$ cat src/rtl/vlc2_pkg.sv
package vlc2_pkg;
  // longest codeword in the table (escape)
  localparam int CODE_MAX = 22;
  localparam int LEN_W    = $clog2(CODE_MAX + 1);
  localparam int RUN_W    = 6;
  localparam int LVL_W    = 16;
  localparam int ESC_LW   = 12;

  typedef struct packed {
    logic [LEN_W-1:0] len;
    logic             ok;   // valid_decode
    logic             eob;
    logic             err;
  } len_info_t;

  function automatic logic [7:0] flag_byte(len_info_t i);
    return {5'b0, i.err, i.eob, i.ok};
  endfunction
endpackage

$ cat src/rtl/vlc_len_est.sv
// Length-only estimator: classifies the codeword at the aperture head.
module vlc_len_est import vlc2_pkg::*; (
  input  logic [CODE_MAX-1:0] ap,
  output len_info_t           info
);
  localparam int H = CODE_MAX - 1;

  always_comb begin
    info = '0;
    if (ap[H]) begin
      info.ok  = 1'b1;
      info.eob = ~ap[H-1];
      info.len = ap[H-1] ? LEN_W'(3) : LEN_W'(2);
    end else if (ap[H-1]) begin
      info.ok  = 1'b1;
      info.len = LEN_W'(5);
    end else if (ap[H-2]) begin
      info.ok  = 1'b1;
      info.len = LEN_W'(9);
    end else if (ap[H-3]) begin
      info.len = LEN_W'(CODE_MAX);
      if (ap[ESC_LW-1:0] == '0) info.err = 1'b1;
      else                      info.ok  = 1'b1;
    end else begin
      info.err = 1'b1;
    end
  end
endmodule

$ cat src/rtl/vlc_sym_dec.sv
// Full decoder: length/flags via the estimator, plus run and level.
module vlc_sym_dec import vlc2_pkg::*; (
  input  logic [CODE_MAX-1:0]     ap,
  output len_info_t               info,
  output logic [RUN_W-1:0]        run,
  output logic signed [LVL_W-1:0] lvl
);
  localparam int H = CODE_MAX - 1;

  logic [LVL_W-1:0] mag;

  vlc_len_est u_len (.ap(ap), .info(info));

  always_comb begin
    run = '0;
    mag = LVL_W'(1);
    lvl = '0;
    if (info.ok && !info.eob) begin
      if (ap[H]) begin
        lvl = ap[H-2] ? -$signed(mag) : $signed(mag);
      end else if (ap[H-1]) begin
        run = RUN_W'(ap[H-2 -: 2]);
        lvl = ap[H-4] ? -$signed(mag) : $signed(mag);
      end else if (ap[H-2]) begin
        run = RUN_W'(ap[H-3 -: 3]);
        mag = LVL_W'(ap[H-6 -: 2]) + LVL_W'(1);
        lvl = ap[H-8] ? -$signed(mag) : $signed(mag);
      end else begin
        run = ap[H-4 -: RUN_W];
        lvl = LVL_W'($signed(ap[ESC_LW-1:0]));
      end
    end
  end
endmodule

$ cat src/rtl/vlc_next_sel.sv
// One length estimator per candidate offset; the current length picks one.
module vlc_next_sel import vlc2_pkg::*; #(
  parameter int WIN_W = 64,
  parameter int NOFF  = CODE_MAX + 1
) (
  input  logic [WIN_W-1:0] win,
  input  logic [LEN_W-1:0] sel,
  output len_info_t        info
);
  len_info_t cand [NOFF];

  for (genvar k = 0; k < NOFF; k++) begin : g_off
    vlc_len_est u_est (.ap(win[WIN_W-1-k -: CODE_MAX]), .info(cand[k]));
  end

  always_comb begin
    info = '0;
    for (int k = 0; k < NOFF; k++)
      if (sel == LEN_W'(k)) info = cand[k];
  end
endmodule

$ cat src/rtl/vlc2_lookahead_dec.sv
module vlc2_lookahead_dec import vlc2_pkg::*; #(
  parameter int WIN_W  = 64,  // must be >= 2*CODE_MAX
  parameter int LANE_W = 16
) (
  input  logic               clk,
  input  logic               rst,
  input  logic               req,
  input  logic               first_call,
  input  logic [WIN_W-1:0]   win_cur,
  input  logic [WIN_W-1:0]   win_prev,
  output logic               res_valid,
  output logic [4*LANE_W-1:0] lanes,
  output logic [63:0]        info
);
  localparam int NOFF = CODE_MAX + 1;

  // stage 1: input registers
  logic             s1_v, s1_first;
  logic [WIN_W-1:0] s1_cur, s1_prv;

  always_ff @(posedge clk) begin
    if (rst) begin
      s1_v <= 1'b0; s1_first <= 1'b0; s1_cur <= '0; s1_prv <= '0;
    end else begin
      s1_v     <= req;
      s1_first <= first_call;
      s1_cur   <= win_cur;
      s1_prv   <= win_prev;
    end
  end

  len_info_t               cur_i, prv_i, nxt_raw, prv_f, nxt_f;
  logic [RUN_W-1:0]        run_c, run_p, run_pf;
  logic signed [LVL_W-1:0] lvl_c, lvl_p, lvl_pf;
  logic                    cur_go, exit_d;
  logic [4*LANE_W-1:0]     lanes_d;
  logic [63:0]             info_d;

  vlc_sym_dec u_cur (.ap(s1_cur[WIN_W-1 -: CODE_MAX]), .info(cur_i), .run(run_c), .lvl(lvl_c));
  vlc_sym_dec u_prv (.ap(s1_prv[WIN_W-1 -: CODE_MAX]), .info(prv_i), .run(run_p), .lvl(lvl_p));

  vlc_next_sel #(.WIN_W(WIN_W), .NOFF(NOFF)) u_nxt (
    .win(s1_cur), .sel(cur_i.len), .info(nxt_raw)
  );

  always_comb begin
    cur_go = cur_i.ok & ~cur_i.eob;
    nxt_f  = cur_go ? nxt_raw : '0;
    prv_f  = s1_first ? '0 : prv_i;
    run_pf = s1_first ? '0 : run_p;
    lvl_pf = s1_first ? '0 : lvl_p;
    exit_d = cur_i.eob | cur_i.err | prv_f.eob | prv_f.err;

    lanes_d = {LANE_W'(lvl_pf), LANE_W'(run_pf), LANE_W'(lvl_c), LANE_W'(run_c)};
    info_d  = {16'h0, 7'h0, exit_d, flag_byte(nxt_f), flag_byte(cur_i),
               flag_byte(prv_f), 8'(nxt_f.len), 8'(cur_i.len)};
  end

  // stage 2: output registers
  always_ff @(posedge clk) begin
    if (rst) begin
      res_valid <= 1'b0; lanes <= '0; info <= '0;
    end else begin
      res_valid <= s1_v;
      if (s1_v) begin
        lanes <= lanes_d;
        info  <= info_d;
      end
    end
  end
endmodule

$ cat config.mk
export PLATFORM = sky130hd
export DESIGN_NAME = vlc2_lookahead_dec
export DESIGN_NICKNAME = d
export VERILOG_FILES = /design/src/rtl/vlc2_pkg.sv /design/src/rtl/vlc_len_est.sv /design/src/rtl/vlc_sym_dec.sv /design/src/rtl/vlc_next_sel.sv /design/src/rtl/vlc2_lookahead_dec.sv
export SDC_FILE = /design/constraint.sdc
export NUM_CORES = 1
export LEC_CHECK = 0
export ABC_AREA = 0
export BUFFER_PORTS_ARGS = -buffer_cell sky130_fd_sc_hd__buf_2
export CAP_MARGIN = 5
export CORE_AREA = 2 2 110 112
export DETAILED_ROUTE_END_ITERATION = 10
export DIE_AREA = 0 0 112 114
export GPL_TIMING_DRIVEN = 0
export PLACE_DENSITY = 0.82
export RECOVER_POWER = 50
export SLEW_MARGIN = 10
export SYNTH_ARGS = -nofsm -noshare
export SYNTH_HDL_FRONTEND = slang
export SYNTH_SLANG_ARGS = --single-unit
$ cat constraint.sdc
create_clock -name clk -period 3.3 [get_ports clk]
set_input_delay 0.495 -clock clk [delete_from_list [all_inputs] [get_ports clk]]
set_output_delay 0.495 -clock clk [all_outputs]
set_load 0.02 [all_outputs]
==> metrics <==
Mapped Area=5550 um^2; worst path required time=3.59 ns; Setup-failing EPs final=0; commonest non-fill, non-tap cell in the layout=dfxtp_1; mux contribution to synthesized area=0.00903; maximum clock frequency=486 MHz; Slew Limit Fails=0; average vias per placed instance=4.91; clock buffer depth=2; Final Cell Area=7160 um^2; outcome=complete, no violations; Hold Vio Cnt, Final=0; antenna violations before repair=0; Die Y=114 um; All-Layer GR Usage=0.218; Synth Area in Compound Gates=0.168; largest family of logic cells by synthesized area=simple AND/OR/NAND/NOR gates; maxcap violations=0; router iterations before antenna repair=5; post-synthesis register bit count=126; Antenna Cells=0; placed cell count=978; Ports=261; power per cell area=560 nW/um^2; CTS Sinks=126; P&R area growth vs syn=29.1%; Multi-input gate area=2530 um^2; Startpoint Class=flip-flop; Synth Area in XOR/XNOR=0.00316; Internal Power=3.03 mW; H-tree depth=4; Slew headroom=0.501; layout cells sized above 1=0.235; # DRC=0; worst setup path class=flip-flop to flip-flop; Worst EP arrival=2.35 ns; CTS tree=built; Skew-Pair Late Insertion Delay=0.40 ns; largest net degree at the start of global routing=17; ys flop type=dfxtp_1; simple-gate portion of the synthesized area=0.218; final cell count without fillers=1,008; Post-synth EDFFs=0; Mean Syn Cell Area=8.73 um^2; Post-Synthesis Cells=635; WL/cell=14.2 um; global-route wire length before repair=22.0 mm; Psw=974 uW; post-CTS setup buffer count=0; Netlist cell types=59; final WL=14.3 mm; die area=12,800 um^2; Root Driver=clkbuf_16; Hold Path Class=primary input to flip-flop; clock share of power=0.461; CTS resizes=0; GR Overflow Total=0; Tmin final=2.06 ns; vias after detailed routing=4,952; vias in the first global route=4,500; FP Rows=40; Nets=988; core area=11,700 um^2; ys async rst share=0; Adder-Cell Fraction of Synth Area=0.0135; register area=2520 um^2; Final Wtd Congestion=0.969; DR iter-0 viols=343; CP Max Fanout=10; Initial Utilization=0.474; Logic pwr share=0.129; clock skew=0.00906 ns; # hold bufs at CTS=0; Fill cells=1,087; Peak VDD IR=0.275 mV; final period utilization=0.624; Routed Antenna Nets=0; P_leak=3.16 nW; Fin Setup TNS=0 ns; synth warn=0; switch share=0.243; clk slew on worst S/H paths=0.05 ns; cts bufs inserted=17; Least-Margin Pin Slew=0.745 ns; sequential power share=0.410; most frequent cells in the layout=126 x dfxtp_1, 92 x buf_2, 76 x clkbuf_1; sequential area share after synthesis=0.455; Placement Cell Area=6630 um^2; port buffer count=133; crit end category=flip-flop; dpl hpwl=10.9 mm; Die Width=112 um; RSZ-0062 raised after global routing=false
[through the flow]
| step | setup slack, ns | total power, mW | utilization | hold WS, ns |
|---|---|---|---|---|
| 2_1_floorplan | 1.63 | 2.04 | - | 0.459 |
| 3_3_place_gp | 1.31 | 2.18 | 0.566 | 0.431 |
| 3_5_place_dp | 1.31 | 2.18 | 0.566 | 0.437 |
| 4_1_cts | 1.30 | 4.02 | 0.617 | 0.286 |
| 5_1_grt | 1.13 | 4.15 | 0.611 | 0.295 |
| 6_report | 1.24 | 4.01 | 0.611 | 0.296 |
[flip-flops by register name, summed over array words and instances, names as in the netlist]
signal and flops:
s1_prv 22, lanes 38, res_valid 1, s1_cur 43
s1_first 1, info 20, s1_v 1
[logic make-up (layout without fill, tap and decap cells)]
kind of cell / count (synthesis) / in the layout
AND/OR/NAND/NOR: 235 / 235
AO/OA/AOI/OAI: 138 / 138
flip-flops: 126 / 126
buffers and inverters: 122 / 285
adder cells (fa/ha/maj): 6 / 6
multiplexers: 5 / 5
XOR/XNOR: 2 / 2
other: 1 / 64
[cells in the mapped netlist, types with 3 or more instances]
| library cell | n | area [um^2] |
|---|---|---|
| dfxtp_1 | 126 | 2520 |
| buf_4 | 70 | 526 |
| nor2b_1 | 70 | 438 |
| nor2_1 | 54 | 203 |
| nand2_1 | 53 | 199 |
| a21oi_1 | 41 | 205 |
| o21ai_0 | 25 | 125 |
| clkbuf_1 | 21 | 78.8 |
| inv_1 | 16 | 60.1 |
| nand3_1 | 15 | 75.1 |
| buf_2 | 10 | 50.1 |
| nor3_1 | 9 | 45.0 |
| a22o_1 | 8 | 70.1 |
| a211oi_1 | 7 | 52.6 |
| o21ai_1 | 7 | 35.0 |
| ha_1 | 6 | 75.1 |
| nand2b_1 | 6 | 37.5 |
| o31ai_1 | 6 | 45.0 |
| a32o_1 | 5 | 50.1 |
| mux2i_1 | 5 | 50.1 |
| nor4_1 | 5 | 31.3 |
| a32oi_1 | 4 | 35.0 |
| nand4_1 | 4 | 25.0 |
| o21ai_2 | 4 | 35.0 |
| or3_1 | 4 | 25.0 |
| a22oi_1 | 3 | 22.5 |
| a31oi_1 | 3 | 18.8 |
| o21bai_1 | 3 | 22.5 |
| o221ai_1 | 3 | 26.3 |
| or4_1 | 3 | 22.5 |
[worst paths after layout]
path / from / end / slack, ns / cells past startpoint
min reg2reg: lanes[56]$_SDFFE_PP0P_ / lanes[56]$_SDFFE_PP0P_ / 0.45 / 2
max reg2reg: s1_cur[61]$_SDFF_PP0_ / lanes[4]$_SDFFE_PP0P_ / 1.24 / 5
min: win_cur[62] / s1_cur[62]$_SDFF_PP0_ / 0.30 / 2
max: s1_cur[61]$_SDFF_PP0_ / lanes[4]$_SDFFE_PP0P_ / 1.24 / 5
[power by group through the flow]
| stage | clock network (mW) | registers [mW] | logic [mW] |
|---|---|---|---|
| 2_1_floorplan | 0 | 1.69 | 0.352 |
| 3_3_place_gp | 0 | 1.67 | 0.512 |
| 3_5_place_dp | 0 | 1.67 | 0.513 |
| 4_1_cts | 1.87 | 1.64 | 0.516 |
| 5_1_grt | 1.94 | 1.65 | 0.562 |
| 6_report | 1.85 | 1.64 | 0.517 |
[metal layers]
metal | GRT usage | wire [um] | vias up
met5 | 0 | 0 | -
met4 | 0.101 | 393 | 0
met3 | 0.0563 | 1220 | 32
met2 | 0.348 | 6450 | 245
met1 | 0.278 | 6200 | 2197
li1 | - | - | 2478
[critical path, cell delays in order (launching register included)]
cell and delay [ns]:
dfxtp_1 0.36, nor2_1 0.61, a2bb2oi_2 0.26, and4_1 0.28
buf_2 0.17, a32o_1 0.27
[final cells by class]
class	instances	area share
Sequential cell	126	0.352
Timing Repair Buffer	133	0.0841
Clock inverter	6	0.0152
Inverter	19	0.00996
Buffer	103	0.0925
Tap cell	147	0.0257
Clock buffer	24	0.0673
Multi-Input combinational cell	450	0.353
No activity file was read; power rests on OpenSTA's default activity.
